**src/rtl/lsa_pkg.sv**
```systemverilog
`timescale 1ns/1ps
// Shared access codes for the load/store aligner.
// Assumes a 4-bit access code; unlisted codes are treated as idle.
package lsa_pkg;

    typedef enum logic [3:0] {
        OP_IDLE  = 4'd0,
        OP_LDB_S = 4'd1,
        OP_LDB_Z = 4'd2,
        OP_LDH_S = 4'd3,
        OP_LDH_Z = 4'd4,
        OP_LDW   = 4'd5,
        OP_LDL   = 4'd6,
        OP_LDR   = 4'd7,
        OP_STB   = 4'd8,
        OP_STH   = 4'd9,
        OP_STW   = 4'd10,
        OP_STL   = 4'd11,
        OP_STR   = 4'd12
    } lsa_op_e;

    // True for every code that writes the register file.
    function automatic logic op_is_load(input lsa_op_e op);
        return (op >= OP_LDB_S) && (op <= OP_LDR);
    endfunction

    // True for every code that writes memory.
    function automatic logic op_is_store(input lsa_op_e op);
        return (op >= OP_STB) && (op <= OP_STR);
    endfunction

endpackage

```
**src/rtl/lsa_lane_decode.sv**
```systemverilog
`timescale 1ns/1ps
// Turns the byte offset and the endian select into lane numbers.
// byte_lane: the lane holding the addressed byte.
// half_lane: the low lane of the addressed halfword (offset bit 0 ignored).
// eff: the offset folded so that the left/right merge logic sees big-endian
// numbering in both modes.
// Assumes LANES is a power of two, at least 4.
module lsa_lane_decode #(
    parameter int LANES = 4,
    parameter int OFS_W = $clog2(LANES)
) (
    input  logic [OFS_W-1:0] ofs,
    input  logic             big_end,
    output logic [OFS_W-1:0] byte_lane,
    output logic [OFS_W-1:0] half_lane,
    output logic [OFS_W-1:0] eff
);
    localparam logic [OFS_W-1:0] LAST   = OFS_W'(LANES - 1);
    localparam logic [OFS_W-1:0] PENULT = OFS_W'(LANES - 2);

    logic [OFS_W-1:0] half_base;

    // Mirror the offset when big-endian numbering is selected.
    always_comb begin
        half_base = {ofs[OFS_W-1:1], 1'b0};
        byte_lane = big_end ? (LAST - ofs) : ofs;
        half_lane = big_end ? (PENULT - half_base) : half_base;
        eff       = big_end ? ofs : (LAST - ofs);
    end
endmodule

```
**src/rtl/lsa_load_path.sv**
```systemverilog
`timescale 1ns/1ps
// Builds the register write value for every load code.
// Narrow loads shift the addressed lane(s) down and then extend them.
// Partial loads shift the memory word by the folded offset and merge it
// lane by lane with the old register value.
// Assumes the lane numbers from lsa_lane_decode; returns zero for non-loads.
module lsa_load_path
    import lsa_pkg::*;
#(
    parameter int LANES  = 4,
    parameter int LANE_W = 8,
    parameter int OFS_W  = $clog2(LANES)
) (
    input  lsa_op_e                 op,
    input  logic [LANES*LANE_W-1:0] mem_word,
    input  logic [LANES*LANE_W-1:0] old_val,
    input  logic [OFS_W-1:0]        byte_lane,
    input  logic [OFS_W-1:0]        half_lane,
    input  logic [OFS_W-1:0]        eff,
    output logic [LANES*LANE_W-1:0] load_val
);
    localparam int DATA_W = LANES * LANE_W;
    localparam int HALF_W = 2 * LANE_W;
    localparam logic [OFS_W-1:0] LAST = OFS_W'(LANES - 1);

    logic [DATA_W-1:0] byte_sh, half_sh, left_sh, right_sh;
    logic [DATA_W-1:0] left_mrg, right_mrg;
    logic [LANE_W-1:0] byte_v;
    logic [HALF_W-1:0] half_v;

    // Shift the memory word for each kind of load.
    always_comb begin
        byte_sh  = mem_word >> (LANE_W * int'(byte_lane));
        half_sh  = mem_word >> (LANE_W * int'(half_lane));
        left_sh  = mem_word << (LANE_W * int'(eff));
        right_sh = mem_word >> (LANE_W * int'(LAST - eff));
        byte_v   = byte_sh[LANE_W-1:0];
        half_v   = half_sh[HALF_W-1:0];
    end

    // Per-lane choice between fresh memory data and the old register byte.
    for (genvar i = 0; i < LANES; i++) begin : g_merge
        assign left_mrg[i*LANE_W +: LANE_W] = (OFS_W'(i) >= eff) ?
            left_sh[i*LANE_W +: LANE_W] : old_val[i*LANE_W +: LANE_W];
        assign right_mrg[i*LANE_W +: LANE_W] = (OFS_W'(i) <= eff) ?
            right_sh[i*LANE_W +: LANE_W] : old_val[i*LANE_W +: LANE_W];
    end

    // Pick the result for the access code and apply extension.
    always_comb begin
        unique case (op)
            OP_LDB_S: load_val = {{(DATA_W-LANE_W){byte_v[LANE_W-1]}}, byte_v};
            OP_LDB_Z: load_val = {{(DATA_W-LANE_W){1'b0}}, byte_v};
            OP_LDH_S: load_val = {{(DATA_W-HALF_W){half_v[HALF_W-1]}}, half_v};
            OP_LDH_Z: load_val = {{(DATA_W-HALF_W){1'b0}}, half_v};
            OP_LDW:   load_val = mem_word;
            OP_LDL:   load_val = left_mrg;
            OP_LDR:   load_val = right_mrg;
            default:  load_val = '0;
        endcase
    end
endmodule

```
**src/rtl/lsa_store_path.sv**
```systemverilog
`timescale 1ns/1ps
// Builds byte-enables and lane-placed store data for every store code.
// Lanes that are not enabled carry zero data.
// Assumes the lane numbers from lsa_lane_decode; returns zero for non-stores.
module lsa_store_path
    import lsa_pkg::*;
#(
    parameter int LANES  = 4,
    parameter int LANE_W = 8,
    parameter int OFS_W  = $clog2(LANES)
) (
    input  lsa_op_e                 op,
    input  logic [LANES*LANE_W-1:0] src,
    input  logic [OFS_W-1:0]        byte_lane,
    input  logic [OFS_W-1:0]        half_lane,
    input  logic [OFS_W-1:0]        eff,
    output logic [LANES-1:0]        be,
    output logic [LANES*LANE_W-1:0] data
);
    localparam int DATA_W = LANES * LANE_W;
    localparam int HALF_W = 2 * LANE_W;
    localparam logic [OFS_W-1:0] LAST = OFS_W'(LANES - 1);
    localparam logic [LANES-1:0] ALL  = {LANES{1'b1}};

    // Place the data and raise the enables for the access code.
    always_comb begin
        unique case (op)
            OP_STB: begin
                be   = LANES'(1) << byte_lane;
                data = DATA_W'(src[LANE_W-1:0]) << (LANE_W * int'(byte_lane));
            end
            OP_STH: begin
                be   = LANES'(3) << half_lane;
                data = DATA_W'(src[HALF_W-1:0]) << (LANE_W * int'(half_lane));
            end
            OP_STW: begin
                be   = ALL;
                data = src;
            end
            OP_STL: begin
                be   = ALL >> eff;
                data = src >> (LANE_W * int'(eff));
            end
            OP_STR: begin
                be   = ALL << (LAST - eff);
                data = src << (LANE_W * int'(LAST - eff));
            end
            default: begin
                be   = '0;
                data = '0;
            end
        endcase
    end
endmodule

```
**src/rtl/lsa_byte_aligner.sv**
```systemverilog
`timescale 1ns/1ps
// Endian-aware load/store aligner, registered outputs.
// Decodes the offset, runs the load and store paths in parallel and
// registers the result selected by the access class.
// Assumes no alignment checking is wanted; halfword offsets ignore bit 0
// and word accesses ignore the offset.
module lsa_byte_aligner
    import lsa_pkg::*;
#(
    parameter int LANES  = 4,
    parameter int LANE_W = 8
) (
    input  logic                        clk,
    input  logic                        rst_n,
    input  logic [3:0]                  op_code,
    input  logic [$clog2(LANES)-1:0]    addr_lo,
    input  logic                        big_end,
    input  logic [LANES*LANE_W-1:0]     mem_rdata,
    input  logic [LANES*LANE_W-1:0]     reg_old,
    input  logic [LANES*LANE_W-1:0]     store_src,
    output logic                        wb_en,
    output logic [LANES*LANE_W-1:0]     wb_data,
    output logic [LANES-1:0]            byte_en,
    output logic [LANES*LANE_W-1:0]     wr_data
);
    localparam int DATA_W = LANES * LANE_W;
    localparam int OFS_W  = $clog2(LANES);

    lsa_op_e           op_e;
    logic              is_ld;
    logic [OFS_W-1:0]  byte_lane, half_lane, eff;
    logic [DATA_W-1:0] ld_val, st_data;
    logic [LANES-1:0]  st_be;

    assign op_e  = lsa_op_e'(op_code);
    assign is_ld = op_is_load(op_e);

    lsa_lane_decode #(.LANES(LANES), .OFS_W(OFS_W)) u_decode (
        .ofs       (addr_lo),
        .big_end   (big_end),
        .byte_lane (byte_lane),
        .half_lane (half_lane),
        .eff       (eff)
    );

    lsa_load_path #(.LANES(LANES), .LANE_W(LANE_W), .OFS_W(OFS_W)) u_load (
        .op        (op_e),
        .mem_word  (mem_rdata),
        .old_val   (reg_old),
        .byte_lane (byte_lane),
        .half_lane (half_lane),
        .eff       (eff),
        .load_val  (ld_val)
    );

    lsa_store_path #(.LANES(LANES), .LANE_W(LANE_W), .OFS_W(OFS_W)) u_store (
        .op        (op_e),
        .src       (store_src),
        .byte_lane (byte_lane),
        .half_lane (half_lane),
        .eff       (eff),
        .be        (st_be),
        .data      (st_data)
    );

    // Output register stage with synchronous clear.
    always_ff @(posedge clk) begin
        if (!rst_n) begin
            wb_en   <= 1'b0;
            wb_data <= '0;
            byte_en <= '0;
            wr_data <= '0;
        end else begin
            wb_en   <= is_ld;
            wb_data <= is_ld ? ld_val : '0;
            byte_en <= st_be;
            wr_data <= st_data;
        end
    end

    // a full word store enables every lane and keeps the data in place.
    assert_word_store_full_R8: assert property (@(posedge clk) disable iff (!rst_n)
        (op_e == OP_STW) |-> ((st_be == {LANES{1'b1}}) && (st_data == store_src)));

    // a byte store writes exactly one lane.
    assert_byte_store_onehot_R7: assert property (@(posedge clk) disable iff (!rst_n)
        (op_e == OP_STB) |-> $onehot(st_be));

    // the left store always reaches lane 0, the right store the top lane.
    assert_partial_store_edge_R9: assert property (@(posedge clk) disable iff (!rst_n)
        ((op_e == OP_STL) |-> st_be[0]) and ((op_e == OP_STR) |-> st_be[LANES-1]));

    // a load never drives store enables, registered or not.
    assert_load_no_strobe_R10: assert property (@(posedge clk) disable iff (!rst_n)
        (is_ld |-> (st_be == '0)) and (wb_en |-> (byte_en == '0)));

    // a zero-extended byte load leaves the upper bits clear.
    assert_byte_zext_R2: assert property (@(posedge clk) disable iff (!rst_n)
        (op_e == OP_LDB_Z) |-> (ld_val[DATA_W-1:LANE_W] == '0));
endmodule

```
**config.mk**
```make
export PLATFORM = sky130hd
export DESIGN_NAME = lsa_byte_aligner
export DESIGN_NICKNAME = d
export VERILOG_FILES = /design/src/rtl/lsa_pkg.sv /design/src/rtl/lsa_lane_decode.sv /design/src/rtl/lsa_load_path.sv /design/src/rtl/lsa_store_path.sv /design/src/rtl/lsa_byte_aligner.sv
export SDC_FILE = /design/constraint.sdc
export NUM_CORES = 1
export LEC_CHECK = 0
export CORE_UTILIZATION = 40
export CTS_CLUSTER_SIZE = 30
export DETAILED_ROUTE_END_ITERATION = 8
export PLACE_DENSITY_LB_ADDON = 0.1
export SLEW_MARGIN = 5
export SYNTH_ARGS = -nofsm -noshare
export SYNTH_HDL_FRONTEND = slang
export SYNTH_SLANG_ARGS = --single-unit
```
**constraint.sdc**
```tcl
create_clock -name clk -period 4.49 [get_ports clk]
set_input_delay 0.898 -clock clk [delete_from_list [all_inputs] [get_ports clk]]
set_output_delay 0.898 -clock clk [all_outputs]
set_load 0.01 [all_outputs]
```
==> summary.md <==
| Metric | Value |
|---|---|
| Outcome | complete, no violations |
| Sw Ratio | between 30% and 40% |
| FP Rows | 42 |
| Slew HR | between 30% and 40% |
| Post-synthesis area per instance | about 8.0 sq um |
| Synth warn | 0 |
| Placed instance area | 7460 sq um |
| Antenna diodes | 0 |
| Detailed-route via count | 6864 |
| Root Driver | clkbuf_16 |
| Sequential fraction of the synthesis area | 24.6% |
| Area Growth Syn to Fin | 38.9% |
| Reg power frac | 30.7% |
| Worst path arrival time | between 3000 and 4000 ps |
| Layout cells sized above 1 | 9.42% |
| GRT overflow | 0 |
| Cts bufs inserted | 9 |
| DRT iter0 DRCs | 1183 |
| Initial core utilization | between 40% and 50% |
| Final Slew Violations | 0 |
| Worst slew pin tran | around 960 ps |
| CP peak stage delay | between 600 and 700 ps |
| Predominant post-synthesis flop cell | dfxtp_1 |
| Clock Path Buffers | 2 |
| Vias per inst | between 6 and 7 |
| Buf/Inv on CP | 2 |
| Antenna violations before repair | 0 |
| Die span in y | between 100 and 150 um |
| PD cells | 264 nW/um^2 |
| Synthesized area | ~5600 sq um |
| Worst endpoint required time | 4770 ps |
| Worst setup path class | in2reg |
| Yosys top cell by area | dfxtp_1 |
| FF+latch count, synth | approximately 70 |
| Top cell type's share of synthesized area | ~25% |
| Core box area | approximately 13000 sq um |
| RSZ-0062 raised after global routing | no |
| Post-Synthesis Net Count | approximately 810 |
| Slowest CP cell | clkdlybuf4s50_1 |
| Routed WL | between 20 and 25 mm |
| Initial DRT Pass Iterations | 9 |
| Top cells by area, synth | dfxtp_1, mux2i_1, nand2_1, a21oi_1, a22oi_1 |
| Post-CTS Setup Bufs | 0 |
| FFs w/ async S/R, synth | 0% |
| Port buffer count | 173 |
| First-pass GRT wire length | between 30 and 40 mm |
| Total of max-cap violations | 0 |
| Sink Count | 69 |
| Worst path top cell family by delay | buffers and inverters |
| WL/cell | roughly 23 um |
| FMAX | 0.274 GHz |
| Worst min-delay path class | in2reg |
| Routability cong. | about 0.95 |
| Critical path cell sequence | clkdlybuf4s50_1 > xnor2_4 > buf_4 > a21oi_1 > a2bb2oi_1 > nor2_1 > a221o_1 |
| Die Wd | ~120 um |
| Largest net degree at the start of global routing | between 40 and 50 |
| Final hold viol count | 0 |
| Crit start category | input pin |
| Int Power | approximately 1400 uW |
| Fin Setup TNS | 0 ps |
| Clock-pin slew on the worst setup and hold paths | around 60 ps |
| Die ar. | approximately 15000 sq um |
| DP Wirelength | 17.0 mm |
| Clock power frac | around two fifths |
| Final Setup Violations | 0 |
| Final instance area | roughly 7800 sq um |
| Peak supply drop | around 0.18 mV |
| Distinct cell type count after synthesis | 64 |
| Post-CTS Hold Fix Bufs | 0 |
| Final ANT Viol Nets | 0 |
| Nets | approximately 950 |
| Tmin final | 3650 ps |
| Final Cycle Share | between 80 and 90% |
| H-tree lvl count | 3 |
| Post-synth EDFFs | 0 |
| Lkg Pwr | around 0.0027 uW |
| Critical path fanouts, max | 22 |
| Vias in the first global route | about 6300 |
| Gate count after technology mapping | 706 |
| All-Layer GR Usage | between 30% and 40% |
| Worst Setup End Kind | register |
| Top Ports | ~170 |
| Post_cts resized | 0 |
| Comb pwr share | roughly 30% |
| DRC errors left | 0 |
| TritonCTS clock tree | done |
| Net switching power | 658 uW |
| Design Power | just over 2000 uW |
-- final cells by class --
| type | count | area [sq um] |
|---|---|---|
| Fill cell | 1236 | 5650 |
| Multi-Input combinational cell | 562 | 3940 |
| Timing Repair Buffer | 199 | 1920 |
| Sequential cell | 69 | 1380 |
| Clock buffer | 10 | 239 |
| Tap cell | 176 | 220 |
| Clock inverter | 6 | 93.8 |
| Inverter | 3 | 11.3 |
-- synth_stat cells (all sizes together) (3+ instances only) --
cell / number
o221ai: 8
xnor2: 3
o22ai: 19
nand2: 99
a211oi: 12
o21ai: 43
a31oi: 29
nor2: 39
o22a: 13
or2: 5
buf: 28
clkbuf: 44
a22o: 15
mux2i: 48
a221o: 15
a32o: 15
a22oi: 33
o32ai: 3
mux4: 8
a21oi: 53
a222oi: 23
dfxtp: 69
nand3: 9
o211ai: 7
nand2b: 10
a221oi: 6
nor3: 10
nor2b: 8
-- registers in the layout, summed over array words and instances (netlist names) --
signal   cells
wr_data     32
wb_data     32
wb_en        1
byte_en      4
-- metrics by stage --
stage / setup slack, ps / instances / hold slack, ps / utilization [%]
CTS: 918 / 1025 / 1270 / 57.9
global route: 725 / 1025 / 1310 / 58.0
finish: 836 / 1025 / 1300 / 58.0
detailed placement: 562 / 1009 / 1630 / 55.5
floorplan: 1830 / 706 / 1040 / -
global placement: 656 / 1009 / 1630 / 55.5
-- worst paths after layout --
check,start,depth (start not counted),to,slack (ps)
worst min-delay path,store_src[7],2,wr_data[15]$_SDFF_PN0_,1300
worst max-delay path,addr_lo[1],7,wr_data[12]$_SDFF_PN0_,840
-- power by group through the flow --
stage               Combinational [uW]  Clock [uW]  Sequential, uW
floorplan                          321           0             653
global placement                   589           0             646
detailed placement                 594           0             646
CTS                                596         815             633
global route                       647         837             633
finish                             614         811             632
-- cells by family after synthesis --
kind of cell           count (synthesis)  synth area share (%)
buffers and inverters                 75                  5.75
AND/OR/NAND/NOR                      193                  15.7
XOR/XNOR                               5                  1.25
multiplexers                          58                  12.2
flip-flops                            69                  24.6
AO/OA/AOI/OAI                        306                  40.5
-- metal layers --
layer | up-vias | global-route usage [%] | share of wire (%)
li1 | 3067 | - | -
met1 | 3251 | 46.5 | 45
met2 | 500 | 46.6 | 42
met3 | 46 | 6.08 | 11
met4 | 0 | 10.3 | 1.6
met5 | - | 0 | 0
-- cell usage in the layout, fill, tap and decap left out, types with 9 or more instances in the layout --
cell / count
a32o_1: 15
mux2i_1: 48
a21oi_1: 51
dfxtp_1: 69
nor2_1: 38
o22ai_1: 18
a221o_1: 15
clkbuf_16: 9
nand3_1: 9
a31oi_2: 9
clkdlybuf4s50_1: 171
nor3_1: 10
o21ai_0: 41
nand2_1: 99
o22a_1: 13
a222oi_1: 23
a211oi_1: 11
a22o_1: 15
a22oi_1: 33
a31oi_1: 20
nand2b_1: 10
buf_4: 26
(Power assumes the default switching activity.)
